File: config.mk
export PLATFORM = sky130hd
export DESIGN_NAME = par_dac_front
export DESIGN_NICKNAME = d
export VERILOG_FILES = /design/src/rtl/dacif_pkg.sv /design/src/rtl/dac_pipe.sv /design/src/rtl/dac_wr_capture.sv /design/src/rtl/dac_ld_ctrl.sv /design/src/rtl/par_dac_front.sv
export SDC_FILE = /design/constraint.sdc
export NUM_CORES = 1
export LEC_CHECK = 0
export BUFFER_PORTS_ARGS = -buffer_cell sky130_fd_sc_hd__buf_2
export CORE_UTILIZATION = 45
export DETAILED_ROUTE_END_ITERATION = 10
export PLACE_DENSITY = 0.66
export SYNTH_ARGS = -nofsm -noshare
export SYNTH_HDL_FRONTEND = slang
export SYNTH_SLANG_ARGS = --single-unit
File: constraint.sdc
create_clock -name clk -period 1.6 [get_ports clk]
set_clock_uncertainty 0.05 [all_clocks]
set_input_delay 0.24 -clock clk [delete_from_list [all_inputs] [get_ports clk]]
set_output_delay 0.24 -clock clk [all_outputs]
set_load 0.01 [all_outputs]
File: src/rtl/dacif_pkg.sv
package dacif_pkg;

    // Write strobe tracker: armed while strobe high, strobed once a low level is seen
    typedef enum logic [0:0] {
        WR_ARMED   = 1'b0,
        WR_STROBED = 1'b1
    } wr_state_e;

    // Load strobe tracker: shut while strobe high, open (transparent) while low
    typedef enum logic [0:0] {
        LD_SHUT = 1'b0,
        LD_OPEN = 1'b1
    } ld_state_e;

endpackage

File: src/rtl/dac_pipe.sv
module dac_pipe #(
    parameter int               STAGES  = 2,
    parameter int               WIDTH   = 1,
    parameter logic [WIDTH-1:0] RST_VAL = '0
) (
    input  logic             clk,
    input  logic             rst_n,
    input  logic [WIDTH-1:0] d_i,
    output logic [WIDTH-1:0] q_o
);

    logic [WIDTH-1:0] stg [STAGES];

    for (genvar s = 0; s < STAGES; s++) begin : g_stage
        if (s == 0) begin : g_first
            always_ff @(posedge clk or negedge rst_n) begin
                if (!rst_n) stg[s] <= RST_VAL;
                else        stg[s] <= d_i;
            end
        end else begin : g_next
            always_ff @(posedge clk or negedge rst_n) begin
                if (!rst_n) stg[s] <= RST_VAL;
                else        stg[s] <= stg[s-1];
            end
        end
    end

    assign q_o = stg[STAGES-1];

endmodule

File: src/rtl/dac_wr_capture.sv
module dac_wr_capture
    import dacif_pkg::*;
#(
    parameter int DATA_W = 12
) (
    input  logic              clk,
    input  logic              rst_n,
    input  logic              we_n_s,
    input  logic              cs_n_d,
    input  logic [DATA_W-1:0] data_d,
    output logic [DATA_W-1:0] hold_o,
    output logic              bad_wr_o
);

    wr_state_e         state_q, state_d;
    logic              cap;
    logic [DATA_W-1:0] hold_q;

    // state register
    always_ff @(posedge clk or negedge rst_n) begin
        if (!rst_n) state_q <= WR_ARMED;
        else        state_q <= state_d;
    end

    // next state and strobes
    always_comb begin
        state_d  = state_q;
        cap      = 1'b0;
        bad_wr_o = 1'b0;
        unique case (state_q)
            WR_ARMED: begin
                if (!we_n_s) state_d = WR_STROBED;
            end
            WR_STROBED: begin
                if (we_n_s) begin
                    state_d = WR_ARMED;
                    if (!cs_n_d) cap      = 1'b1;
                    else         bad_wr_o = 1'b1;
                end
            end
            default: state_d = WR_ARMED;
        endcase
    end

    // holding register
    always_ff @(posedge clk or negedge rst_n) begin
        if (!rst_n)   hold_q <= '0;
        else if (cap) hold_q <= data_d;
    end

    assign hold_o = hold_q;

endmodule

File: src/rtl/dac_ld_ctrl.sv
module dac_ld_ctrl
    import dacif_pkg::*;
#(
    parameter int DATA_W     = 12,
    parameter int LD_MIN_CYC = 3
) (
    input  logic              clk,
    input  logic              rst_n,
    input  logic              ld_n_s,
    input  logic [DATA_W-1:0] hold_i,
    output logic [DATA_W-1:0] code_o,
    output logic              short_o
);

    localparam int               CNT_W   = $clog2(LD_MIN_CYC + 1);
    localparam logic [CNT_W-1:0] CNT_MAX = CNT_W'(LD_MIN_CYC);

    ld_state_e         state_q, state_d;
    logic [CNT_W-1:0]  cnt_q, cnt_d;
    logic [DATA_W-1:0] code_q;

    // state register and width counter
    always_ff @(posedge clk or negedge rst_n) begin
        if (!rst_n) begin
            state_q <= LD_SHUT;
            cnt_q   <= '0;
        end else begin
            state_q <= state_d;
            cnt_q   <= cnt_d;
        end
    end

    // next state and width check
    always_comb begin
        state_d = state_q;
        cnt_d   = cnt_q;
        short_o = 1'b0;
        unique case (state_q)
            LD_SHUT: begin
                if (!ld_n_s) begin
                    state_d = LD_OPEN;
                    cnt_d   = CNT_W'(1);
                end
            end
            LD_OPEN: begin
                if (!ld_n_s) begin
                    if (cnt_q != CNT_MAX) cnt_d = cnt_q + CNT_W'(1);
                end else begin
                    state_d = LD_SHUT;
                    cnt_d   = '0;
                    short_o = (cnt_q < CNT_MAX);
                end
            end
            default: state_d = LD_SHUT;
        endcase
    end

    // converter latch: transparent while the synchronized strobe is low
    always_ff @(posedge clk or negedge rst_n) begin
        if (!rst_n)       code_q <= '0;
        else if (!ld_n_s) code_q <= hold_i;
    end

    assign code_o = code_q;

endmodule

File: src/rtl/par_dac_front.sv
module par_dac_front #(
    parameter int DATA_W      = 12,
    parameter int SYNC_STAGES = 2,
    parameter int LD_MIN_CYC  = 3
) (
    input  logic              clk,
    input  logic              rst_n,
    input  logic [DATA_W-1:0] data_i,
    input  logic              cs_n_i,
    input  logic              we_n_i,
    input  logic              ld_n_i,
    input  logic              pd_n_i,
    output logic [DATA_W-1:0] dac_code_o,
    output logic              buf_en_o,
    output logic              viol_o
);

    localparam int BUS_DLY = SYNC_STAGES + 1;
    localparam int BUS_W   = DATA_W + 1;

    logic [2:0]        ctrl_s;
    logic [BUS_W-1:0]  bus_d;
    logic [DATA_W-1:0] hold_q;
    logic              bad_wr;
    logic              ld_short;
    logic              viol_q;

    // strobes: {write, load, power-down}, idle levels at reset
    dac_pipe #(
        .STAGES  (SYNC_STAGES),
        .WIDTH   (3),
        .RST_VAL (3'b110)
    ) i_ctrl_sync (
        .clk   (clk),
        .rst_n (rst_n),
        .d_i   ({we_n_i, ld_n_i, pd_n_i}),
        .q_o   (ctrl_s)
    );

    // bus and chip select delayed one stage past the strobes
    dac_pipe #(
        .STAGES  (BUS_DLY),
        .WIDTH   (BUS_W),
        .RST_VAL ({1'b1, {DATA_W{1'b0}}})
    ) i_bus_dly (
        .clk   (clk),
        .rst_n (rst_n),
        .d_i   ({cs_n_i, data_i}),
        .q_o   (bus_d)
    );

    dac_wr_capture #(
        .DATA_W (DATA_W)
    ) i_wr (
        .clk      (clk),
        .rst_n    (rst_n),
        .we_n_s   (ctrl_s[2]),
        .cs_n_d   (bus_d[DATA_W]),
        .data_d   (bus_d[DATA_W-1:0]),
        .hold_o   (hold_q),
        .bad_wr_o (bad_wr)
    );

    dac_ld_ctrl #(
        .DATA_W     (DATA_W),
        .LD_MIN_CYC (LD_MIN_CYC)
    ) i_ld (
        .clk     (clk),
        .rst_n   (rst_n),
        .ld_n_s  (ctrl_s[1]),
        .hold_i  (hold_q),
        .code_o  (dac_code_o),
        .short_o (ld_short)
    );

    always_ff @(posedge clk or negedge rst_n) begin
        if (!rst_n) viol_q <= 1'b0;
        else        viol_q <= viol_q | bad_wr | ld_short;
    end

    assign viol_o   = viol_q;
    assign buf_en_o = ctrl_s[0];

endmodule

* Word-level counts from Yosys, hierarchy flattened
Cells that the tools add are included.
** Word-level totals
- Bits of input ports :: 18
- Word-level logic and storage cells :: 34
- Output and inout bits :: 14
- Flip-flop bits (word level) :: 74
** Cells by class
- Add/sub/neg operators :: 1
- Multiplexer cells :: 14
- Bitwise logic cells :: 3
- Equality and inequality tests :: 3
- Reduce and logical (&&, ||, !) cells :: 1
- Order comparisons :: 1
** Operators with widths (number)
- 2-to-1 mux 1 bit :: 10
- 2-to-1 mux 2 bit :: 3
- inequality test 2 bit, second input constant :: 2
- case mux 2 bit (2 select lines) :: 1
- inequality test 3 bit, second input constant :: 1
- adder 2 x 1 -> 2 bit, second input constant :: 1
- less-than comparator 2 bit, second input constant :: 1
- bitwise OR 1 bit :: 2
- AND reduction 2 bit :: 1
- NOT 1 bit :: 1

* Depth between registers and ports, before layout
Gate-level depths: netlist of run 1.
- Word-level depth :: 5
- Gate-level depth with buffers :: 4

* Modules after synthesis
From an unflattened synthesis of run 1, not the netlist that was laid out.
** Unflattened totals
- Cells, all modules :: 132
- Area, all modules :: 2454.9 µm²
** Modules (own cells, without submodules)
- dac_pipe (i_bus_dly) :: cells each 52, area each 1077.3 µm², instances 1
- dac_ld_ctrl :: cells each 40, area each 629.4 µm², instances 1
- dac_wr_capture :: cells each 29, area each 539.3 µm², instances 1
- dac_pipe (i_ctrl_sync) :: cells each 9, area each 177.7 µm², instances 1
- par_dac_front :: cells each 2, area each 31.3 µm², instances 1

* Worst setup path after synthesis of run 1
Ideal clock, no wire load.
- Kind :: reg-to-reg
- Start :: register i_ctrl_sync.stg (netlist bit i_ctrl_sync.q_o[1])
- End :: register i_ld.code_q[10], in the netlist i_ld.code_o[10]
- Path slack :: 291 ps
- Stages on the path, launching flop included :: 4
- Setup time :: 125 ps
- Arrival time :: 1134 ps
- Required time :: 1425 ps
- Path through :: dfstp_2 -> buf_2 -> buf_6 -> mux2_2
** RTL lines
- from (decl) :: line dac_pipe.sv:12 : logic [WIDTH-1:0] stg [STAGES];
- from (signal, indexed assignment) :: line dac_pipe.sv:23 : else stg[s] <= stg[s-1];
- to (signal assigned) :: line dac_ld_ctrl.sv:61 : else if (!ld_n_s) code_q <= hold_i;
- to (decl) :: line dac_ld_ctrl.sv:20 : logic [DATA_W-1:0] code_q;
No word-level cell between the ends.

* Worst setup path in the final report of run 1
- Start :: register i_ctrl_sync.stg (netlist bit i_ctrl_sync.q_o[1])
- End :: register i_ld.code_q[9], in the netlist i_ld.code_o[9]
No word-level cell between the ends.

==> results of run 1 <==
## power breakdown
group	internal (mW)	switching [mW]
registers	2.08	0.103
clock network	0.805	0.586
logic	0.245	0.162
## how the worst min path moves through the flow
stage                 startpoint                end  slack, ns  cells past startpoint
2_1_floorplan              rst_n   i_bus_dly.q_o[0]      -0.11                      0
3_3_place_gp               rst_n  i_bus_dly.stg[35]       0.14                      1
3_5_place_dp               rst_n  i_bus_dly.stg[16]       0.15                      1
4_1_cts        i_bus_dly.stg[34]  i_bus_dly.stg[21]       0.30                      0
5_1_grt        i_bus_dly.stg[18]   i_bus_dly.q_o[5]       0.31                      0
6_report       i_bus_dly.stg[22]   i_bus_dly.q_o[9]       0.30                      0
## synth_stat cells, drive strengths merged
| master | instances |
|---|---|
| ha | 1 |
| nand2b | 1 |
| buf | 3 |
| mux2i | 1 |
| o22ai | 2 |
| inv | 2 |
| nand3b | 1 |
| nand2 | 2 |
| nor2b | 1 |
| dfrtp | 67 |
| o21ai | 1 |
| xor2 | 1 |
| dfstp | 7 |
| a31oi | 1 |
| mux2 | 24 |
## logic make-up after synthesis
| logic type | Yosys count |
|---|---|
| flip-flops | 74 |
| multiplexers | 25 |
| buffers and inverters | 5 |
| AND/OR/NAND/NOR | 5 |
| AO/OA/AOI/OAI | 4 |
| XOR/XNOR | 1 |
| adder cells (fa/ha/maj) | 1 |
## routing by layer
metal  vias to the layer above  global-route usage (%)
met5                         -                       0
met4                         0                    12.2
met3                        11                    3.70
met2                        20                    24.6
met1                       555                    15.1
li1                        500                       -
## sequential cells by signal, summed over array words and instances (netlist names)
name             cells
i_bus_dly.q_o       13
i_bus_dly.stg       26
i_ctrl_sync.q_o      3
i_ctrl_sync.stg      3
i_ld.cnt_q           2
i_ld.code_o         12
i_ld.state_q         1
i_wr.hold_o         12
i_wr.state_q         1
viol_o               1
## area by class of cell
class                           count  share of cell area (%)
Clock inverter                      2                    1.20
Sequential cell                    74                    63.8
Multi-Input combinational cell     36                    13.8
Inverter                            2                   0.258
Clock buffer                       14                    5.58
Tap cell                           67                    2.88
Timing Repair Buffer               51                    12.4
==> results.py, run 1 <==
metrics = {
    "power": {
        "peakVddDrop_mv": 0.702,
        "power_mw": 3.98,
        "p_leak_nw": 1.38,
        "p_per_area_mw_per_mm2": 1360,
    },
    "sta": {
        "slew_violations": 0,
        "rsz0062_at_grt": "false",
        "fin_crit_sh_pct": 82.9,
        "tns_ns": 0,
        "timing.fmax_ghz": 0.754,
        "hold_viol": 0,
        "setup_ws_ns": 0.274,
        "setup_viol": 0,
        "hold_slack_ns": 0.299,
        "maxSlewHeadroom_pct": 73.6,
        "min_period_ns": 1.33,
        "tightest_slew_ns": 0.396,
    },
    "worst_setup_path": {
        "critPathLaunchType": "flip-flop",
        "timing.rr.end": "i_ld.code_o[9]",
        "reg2reg_from": "i_ctrl_sync.q_o[1]",
        "crit_family": "flip-flops",
        "cpPeakStageDelay_ns": 0.77,
        "critPathArrivalTime_ns": 1.49,
        "crit_end": "i_ld.code_o[9]",
        "worstSetupPathType": "reg2reg",
        "crit_start": "i_ctrl_sync.q_o[1]",
        "path_depth": 1,
        "r2r_cells": 1,
        "cp_max_fo": 18,
        "end_kind": "flip-flop",
        "r2r_slack_ns": 0.27,
        "path_cells": "mux2_2",
        "crit_path_top_delay_cell": "dfstp_2",
        "required_ns": 1.76,
        "crit_buf_inv": 0,
    },
    "final_layout": {
        "layout_common_cells": "dfrtp_1, buf_2, dlygate4sd3_1, mux2_2, clkbuf_8",
        "seqCellArea_mm2": 0.00186,
        "final_nets": 193,
        "multi_input_area_um2": 403,
        "final_common_cell": "dfrtp_1",
        "final_core_util_pct": 60.5,
        "design_area_mm2": 0.00292,
        "fillers": 377,
        "drive_above_1_share_pct": 44.1,
        "fin_cells": 246,
        "area_growth_syn_to_layout_pct": 26.8,
        "diodes": 0,
    },
    "route": {
        "met1_length_um": 1310,
        "wl_um": 3250,
        "drc": 0,
        "viasPerCell": 4.41,
        "wl_per_cell_um": 13.2,
        "vias": 1086,
        "wl_met3_um": 82,
        "wl_met2_um": 1760,
        "top_layer": "met4",
        "first_pass_iters": 4,
        "drtAntennaViolNets": 0,
        "drt_iter0_markers": 21,
    },
    "yosys": {
        "synth_top_family_by_area": "multiplexers",
        "synthMuxAreaShare_pct": 13.8,
        "syn-cell-area_mm2": 0.00230,
        "synth_nets": 134,
        "synth-simple-area-share_pct": 1.74,
        "syn_inst": 115,
        "yosys-top-cells-area": "dfrtp_1, dfstp_2, mux2_2",
        "synthAdderAreaFrac_pct": 0.544,
        "synth_top_area_share_pct": 72.9,
        "seq_area_frac_synth_pct": 80.9,
        "ys_seq_elements": 74,
        "yosys_warnings": 0,
        "synth_compound_gate_area_share_pct": 1.03,
        "ys_types": 17,
        "yosys.area.top_type": "dfrtp_1",
        "synth_xor_xnor_area_share_pct": 0.381,
        "synth.avg_cell_area_um2": 20.0,
    },
    "clock_tree": {
        "h-tree-depth": 3,
        "tritoncts": "built",
        "postCtsSetupBuffers": 0,
        "clock-sinks": 74,
        "cts_resized": 0,
        "clk_latency_ns": 0.33,
        "hold_buffers": 17,
        "cts_made_buffers": 9,
        "path_clk_slew_ns": 0.07,
        "clockRootBuffer": "clkbuf_8",
        "clockBufferDepth": 2,
    },
    "place": {
        "place.port_buffers": 31,
        "place_area_mm2": 0.00255,
        "routabilityCongestion": 0.693,
        "placed_cells": 213,
        "dp_hpwl_um": 2050,
        "dpl_worst_slack_ns": 0.262,
    },
    "die": {
        "die_x_um": 73.5,
        "rows": 25,
        "dieArea_mm2": 0.00540,
        "ios": 32,
        "dieHeight_um": 73.5,
        "coreArea_mm2": 0.00482,
        "initial_utilization_pct": 47.7,
    },
    "grt": {
        "antenna_found_initial": 0,
        "grt_pass1_wl_um": 5380,
        "grt_max_degree": 33,
        "grt-ovfl-total": 0,
        "grt_pass1_vias": 1225,
        "grt_use_total_pct": 14.5,
    },
    "flow_run": {
        "maxCapViolCount": 0,
    },
    "outcome": {
        "status": "finished, final reports clean",
    },
    "min_path": {
        "hp-class": "reg2reg",
    },
}
Note: power is estimated with default switching activity, not from simulation.
==> run 2, diff against run 1 <==
ABC_AREA = 1   (was default)
clock period = 1.4 ns   (was 1.6 ns; I/O delays follow)
==> results.py, run 2 <==
metrics = {
    "outcome": {
        "status": "finished, final reports clean",
    },
    "grt": {
        "grt_pass1_vias": 1231,
        "grt_max_degree": 44,
        "grt_pass1_wl_um": 5350,
        "grt_use_total_pct": 14.0,
        "antenna_found_initial": 0,
        "grt-ovfl-total": 0,
    },
    "sta": {
        "setup_ws_ns": 0.160,
        "slew_violations": 0,
        "rsz0062_at_grt": "false",
        "hold_viol": 0,
        "timing.fmax_ghz": 0.807,
        "hold_slack_ns": 0.226,
        "tightest_slew_ns": 0.330,
        "setup_viol": 0,
        "min_period_ns": 1.24,
        "tns_ns": 0,
        "fin_crit_sh_pct": 88.6,
        "maxSlewHeadroom_pct": 78.0,
    },
    "final_layout": {
        "largest_reg_flops": 26,
        "largest_register": "i_bus_dly.stg",
        "final_common_cell": "dfrtp_1",
        "diodes": 0,
        "layout_common_cells": "dfrtp_1, nand2_1, buf_2, inv_1, dlygate4sd3_1",
        "area_growth_syn_to_layout_pct": 26.1,
        "final_nets": 251,
        "fillers": 406,
        "drive_above_1_share_pct": 29.1,
    },
    "clock_tree": {
        "clk_latency_ns": 0.34,
        "cts_made_buffers": 9,
        "tritoncts": "built",
        "clockRootBuffer": "clkbuf_8",
        "clockBufferDepth": 2,
        "h-tree-depth": 3,
        "postCtsSetupBuffers": 0,
        "clock-sinks": 74,
        "path_clk_slew_ns": 0.07,
    },
    "route": {
        "vias": 1266,
        "viasPerCell": 4.16,
        "wl_per_cell_um": 10.2,
        "wl_um": 3090,
        "drt_iter0_markers": 83,
        "drc": 0,
        "first_pass_iters": 4,
        "drtAntennaViolNets": 0,
    },
    "place": {
        "routabilityCongestion": 0.668,
        "dp_hpwl_um": 1840,
        "place.port_buffers": 31,
        "dpl_worst_slack_ns": 0.167,
    },
    "yosys": {
        "seq_area_frac_synth_pct": 79.0,
        "syn_inst": 174,
        "syn-cell-area_mm2": 0.00235,
        "ys_types": 14,
        "yosys-top-cells-count": "dfrtp_1, nand2_1, inv_1, o21ai_2, dfstp_2",
        "synth_nets": 193,
        "synthFlopType": "dfrtp_1",
        "synth_top_area_share_pct": 71.2,
        "yosys.area.top_type": "dfrtp_1",
        "ys_seq_elements": 74,
        "yosysMostFrequentCell": "dfrtp_1",
        "synth-async-reset-ratio_pct": 100,
        "synth_edf_count": 0,
        "yosys-top-cells-area": "dfrtp_1, nand2_1, dfstp_2",
        "synth.avg_cell_area_um2": 13.5,
        "yosys_warnings": 0,
    },
    "die": {
        "initial_utilization_pct": 48.3,
        "rows": 25,
        "dieHeight_um": 74.3,
        "dieArea_mm2": 0.00553,
        "ios": 32,
        "coreArea_mm2": 0.00488,
        "die_x_um": 74.3,
    },
    "min_path": {
        "hp-class": "in2async",
    },
    "power": {
        "intPower_mw": 3.53,
        "p_leak_nw": 1.51,
        "peakVddDrop_mv": 1.08,
        "p_seq_share_pct": 53.5,
        "p_per_area_mw_per_mm2": 1530,
        "pwr-share-clk_pct": 37.5,
        "netSwitchingPower_mw": 1.01,
        "p_sw_share_pct": 22.3,
        "combPwrFrac_pct": 9.0,
    },
    "worst_setup_path": {
        "worstSetupPathType": "reg2reg",
        "critPathLaunchType": "flip-flop",
        "cp_max_fo": 24,
        "end_kind": "flip-flop",
        "critPathArrivalTime_ns": 1.41,
        "required_ns": 1.57,
    },
    "flow_run": {
        "maxCapViolCount": 0,
    },
}
run 2: cell count changes after synthesis, moves of 2 or more:
| cell | before | now |
|---|---|---|
| o22ai_1 | 2 | 0 |
| mux2_4 | 10 | 0 |
| inv_1 | 2 | 18 |
| nand2_1 | 2 | 56 |
| nor2_1 | 0 | 2 |
| mux2_2 | 14 | 0 |
| o21ai_2 | 0 | 12 |
| nand3_1 | 0 | 3 |
run 2: path summary, 6_finish.rpt:
kind / from / to / slack [ns] / cells after the start
worst max-delay path: i_ctrl_sync.q_o[2] / i_wr.hold_o[11] / 0.16 / 3
worst min-delay path: rst_n / i_ld.code_o[9] / 0.23 / 2
worst max register to register: i_ctrl_sync.q_o[2] / i_wr.hold_o[11] / 0.16 / 3
worst min register to register: i_bus_dly.stg[29] / i_bus_dly.stg[16] / 0.29 / 0
max in group asynchronous: rst_n / i_ctrl_sync.stg[4] / 0.55 / 3
min in group clk: i_bus_dly.stg[29] / i_bus_dly.stg[16] / 0.29 / 0
run 2: final cells by class:
cell class              instances  area, um2  share of cell area [%]
clock buffers                  11        131                    4.42
clock inverters                 5       78.8                    2.65
inverters                      19       71.3                    2.40
multi-input cells              77        382                    12.8
flip-flops and latches         74       1860                    62.6
well taps                      67       83.8                    2.82
repair buffers                 51        363                    12.2
run 2: logic make-up (layout without fill, tap and decap cells):
kind of cell             Yosys count  in the layout  synth area share (%)
adder cells (fa/ha/maj)            1              1                 0.531
AO/OA/AOI/OAI                     12             12                  4.46
flip-flops                        74             74                  79.0
AND/OR/NAND/NOR                   64             64                  11.2
buffers and inverters             23             86                  4.78
run 2: per-layer routing:
layer / global-route usage (%) / vias up / part of all wire [%]
met3: 6.91 / 9 / 5.6
met4: 7.55 / 0 / 2.3
met1: 15.9 / 579 / 45
met2: 21.7 / 33 / 47
met5: 0 / - / 0
li1: - / 645 / -
run 2: power by group through the flow:
| stage | logic [mW] | registers (mW) | clock network (mW) |
|---|---|---|---|
| global placement | 0.371 | 2.47 | 0 |
| global route | 0.474 | 2.46 | 1.86 |
| floorplan | 0.199 | 2.49 | 0 |
| CTS | 0.419 | 2.43 | 1.76 |
| finish | 0.409 | 2.43 | 1.70 |
| detailed placement | 0.380 | 2.47 | 0 |
run 2: what timing repair did:
item	CTS	global route
endpoints found under the setup margin	0	0
hold endpoints to repair	83	0
hold buffers	17	0
gates resized for setup	0	0
run 2: critical path, cell delays in order, from the launching register on:
cell	delay, ns
dfstp_2	0.56
nand3_4	0.27
nand2_1	0.18
o21ai_2	0.06
run 2: stage by stage:
step                utilization (%)  power [mW]  area (um2)  cells
CTS                            60.9        4.61        2970    304
detailed placement             53.1        2.85        2590    271
floorplan                         -        2.69        2350    174
global placement               53.1        2.84        2590    271
finish                         60.9        4.54        2970    304
global route                   60.9        4.79        2970    304
==> run 3, diff against run 2 <==
BUFFER_PORTS_ARGS = default   (was -buffer_cell sky130_fd_sc_hd__buf_2)
DONT_BUFFER_PORTS = 1   (was default)
PLACE_DENSITY = 0.63   (was 0.66)
clock period = 1.08 ns   (was 1.4 ns; I/O delays follow)
==> results.py, run 3 (synthesized netlist as in run 2, its figures left out) <==
metrics = {
    "sta": {
        "slew_violations": 0,
        "timing.fmax_ghz": 0.912,
        "setup_ws_ns": -0.0164,
        "setup_viol": 12,
        "maxSlewHeadroom_pct": 84.9,
        "hold_slack_ns": -0.531,
        "tns_ns": -0.123,
        "rsz0062_at_grt": "true",
        "hold_viol": 74,
        "fin_crit_sh_pct": 102,
        "tightest_slew_ns": 0.226,
        "min_period_ns": 1.10,
    },
    "die": {
        "dieHeight_um": 74.3,
        "die_x_um": 74.3,
        "rows": 25,
        "dieArea_mm2": 0.00553,
        "ios": 32,
        "coreArea_mm2": 0.00488,
        "initial_utilization_pct": 48.3,
    },
    "grt": {
        "grt_use_total_pct": 15.1,
        "grt_pass1_wl_um": 5740,
        "grt_pass1_vias": 1314,
        "grt-ovfl-total": 0,
        "grt_max_degree": 75,
        "antenna_found_initial": 0,
    },
    "place": {
        "routabilityCongestion": 0.672,
        "place.port_buffers": 0,
        "place_area_mm2": 0.00244,
        "placed_cells": 243,
        "dp_hpwl_um": 2060,
    },
    "route": {
        "drt_iter0_markers": 81,
        "viasPerCell": 4.54,
        "first_pass_iters": 4,
        "drtAntennaViolNets": 0,
        "vias": 1262,
        "wl_per_cell_um": 12.3,
        "wl_um": 3410,
        "drc": 0,
    },
    "final_layout": {
        "final_common_cell": "dfrtp_1",
        "drive_above_1_share_pct": 30.3,
        "largest_register": "i_bus_dly.stg",
        "design_area_mm2": 0.00294,
        "area_growth_syn_to_layout_pct": 24.9,
        "final_nets": 225,
        "diodes": 0,
        "fin_cells": 278,
        "layout_common_cells": "dfrtp_1, nand2_1, inv_1, dlygate4sd3_1, o21ai_2",
        "largest_reg_flops": 26,
    },
    "worst_setup_path": {
        "end_kind": "flip-flop",
        "cp_max_fo": 7,
        "worstSetupPathType": "reg2reg",
        "crit_buf_inv": 1,
        "path_cells": "nand3_4 -> buf_6 -> nand2_2 -> o21ai_2",
        "crit_family": "flip-flops",
        "critPathLaunchType": "flip-flop",
        "required_ns": 1.26,
        "crit_path_top_delay_cell": "dfstp_2",
        "cpPeakStageDelay_ns": 0.56,
        "critPathArrivalTime_ns": 1.28,
        "r2r_slack_ns": -0.02,
    },
    "power": {
        "power_mw": 5.79,
        "p_per_area_mw_per_mm2": 1970,
        "peakVddDrop_mv": 1.60,
        "p_leak_nw": 1.42,
    },
    "clock_tree": {
        "cts_made_buffers": 9,
        "clockRootBuffer": "clkbuf_8",
        "tritoncts": "built",
        "path_clk_slew_ns": 0.07,
        "clk_latency_ns": 0.33,
        "clock-sinks": 74,
        "hold_buffers": 16,
        "h-tree-depth": 3,
        "clockBufferDepth": 2,
    },
    "outcome": {
        "status": "finished, violations left",
        "violations": "hold timing, setup timing",
    },
    "flow_run": {
        "maxCapViolCount": 0,
    },
    "min_path": {
        "hp-class": "in2async",
    },
}
[run 3: final timing paths]
kind	start	endpoint	cells past startpoint
setup / recovery	i_ctrl_sync.q_o[2]	i_wr.hold_o[11]	4
hold / removal	rst_n	i_bus_dly.stg[35]	0
setup reg to reg	i_ctrl_sync.q_o[2]	i_wr.hold_o[11]	4
hold reg to reg	i_bus_dly.stg[36]	i_bus_dly.stg[23]	0
max in group asynchronous	rst_n	i_ctrl_sync.q_o[1]	0
min in group clk	i_bus_dly.stg[36]	i_bus_dly.stg[23]	0
[run 3: stage by stage]
stage               setup slack [ns]  util (%)
global route                 -0.0650      60.3
detailed placement           -0.0841      50.1
finish                       -0.0164      60.3
global placement              0.0139      50.1
floorplan                     0.0257         -
CTS                          -0.0104      58.9
[run 3: layout make-up]
type                    count  area (um2)
repair buffers             25         255
clock buffers              12         155
inverters                  19        76.3
multi-input cells          77         459
fillers                   399        1940
well taps                  67        83.8
clock inverters             4        50.0
flip-flops and latches     74        1860
[run 3: timing repair]
action,CTS,global route
setup buffers,3,0
pin swaps,2,3
resized for setup,11,19
endpoints found under the hold margin,90,74
setup endpoints to repair,14,21
[run 3: worst register-to-register path, cell delays in order (launching register included)]
cell     delay [ns]
dfstp_2        0.56
nand3_4        0.11
buf_6          0.17
nand2_2        0.06
o21ai_2        0.05
[run 3: routing by layer]
| layer | vias to the layer above | part of all wire, % | GRT usage (%) |
|---|---|---|---|
| li1 | 593 | - | - |
| met1 | 619 | 40 | 16.9 |
| met2 | 41 | 51 | 23.2 |
| met3 | 9 | 6.0 | 7.86 |
| met4 | 0 | 3.1 | 8.39 |
| met5 | - | 0 | 0 |
[run 3: power breakdown]
| group | switching [mW] | internal, mW |
|---|---|---|
| clock network | 0.911 | 1.19 |
| registers | 0.211 | 3.04 |
| logic | 0.213 | 0.231 |
| total | 1.33 | 4.46 |
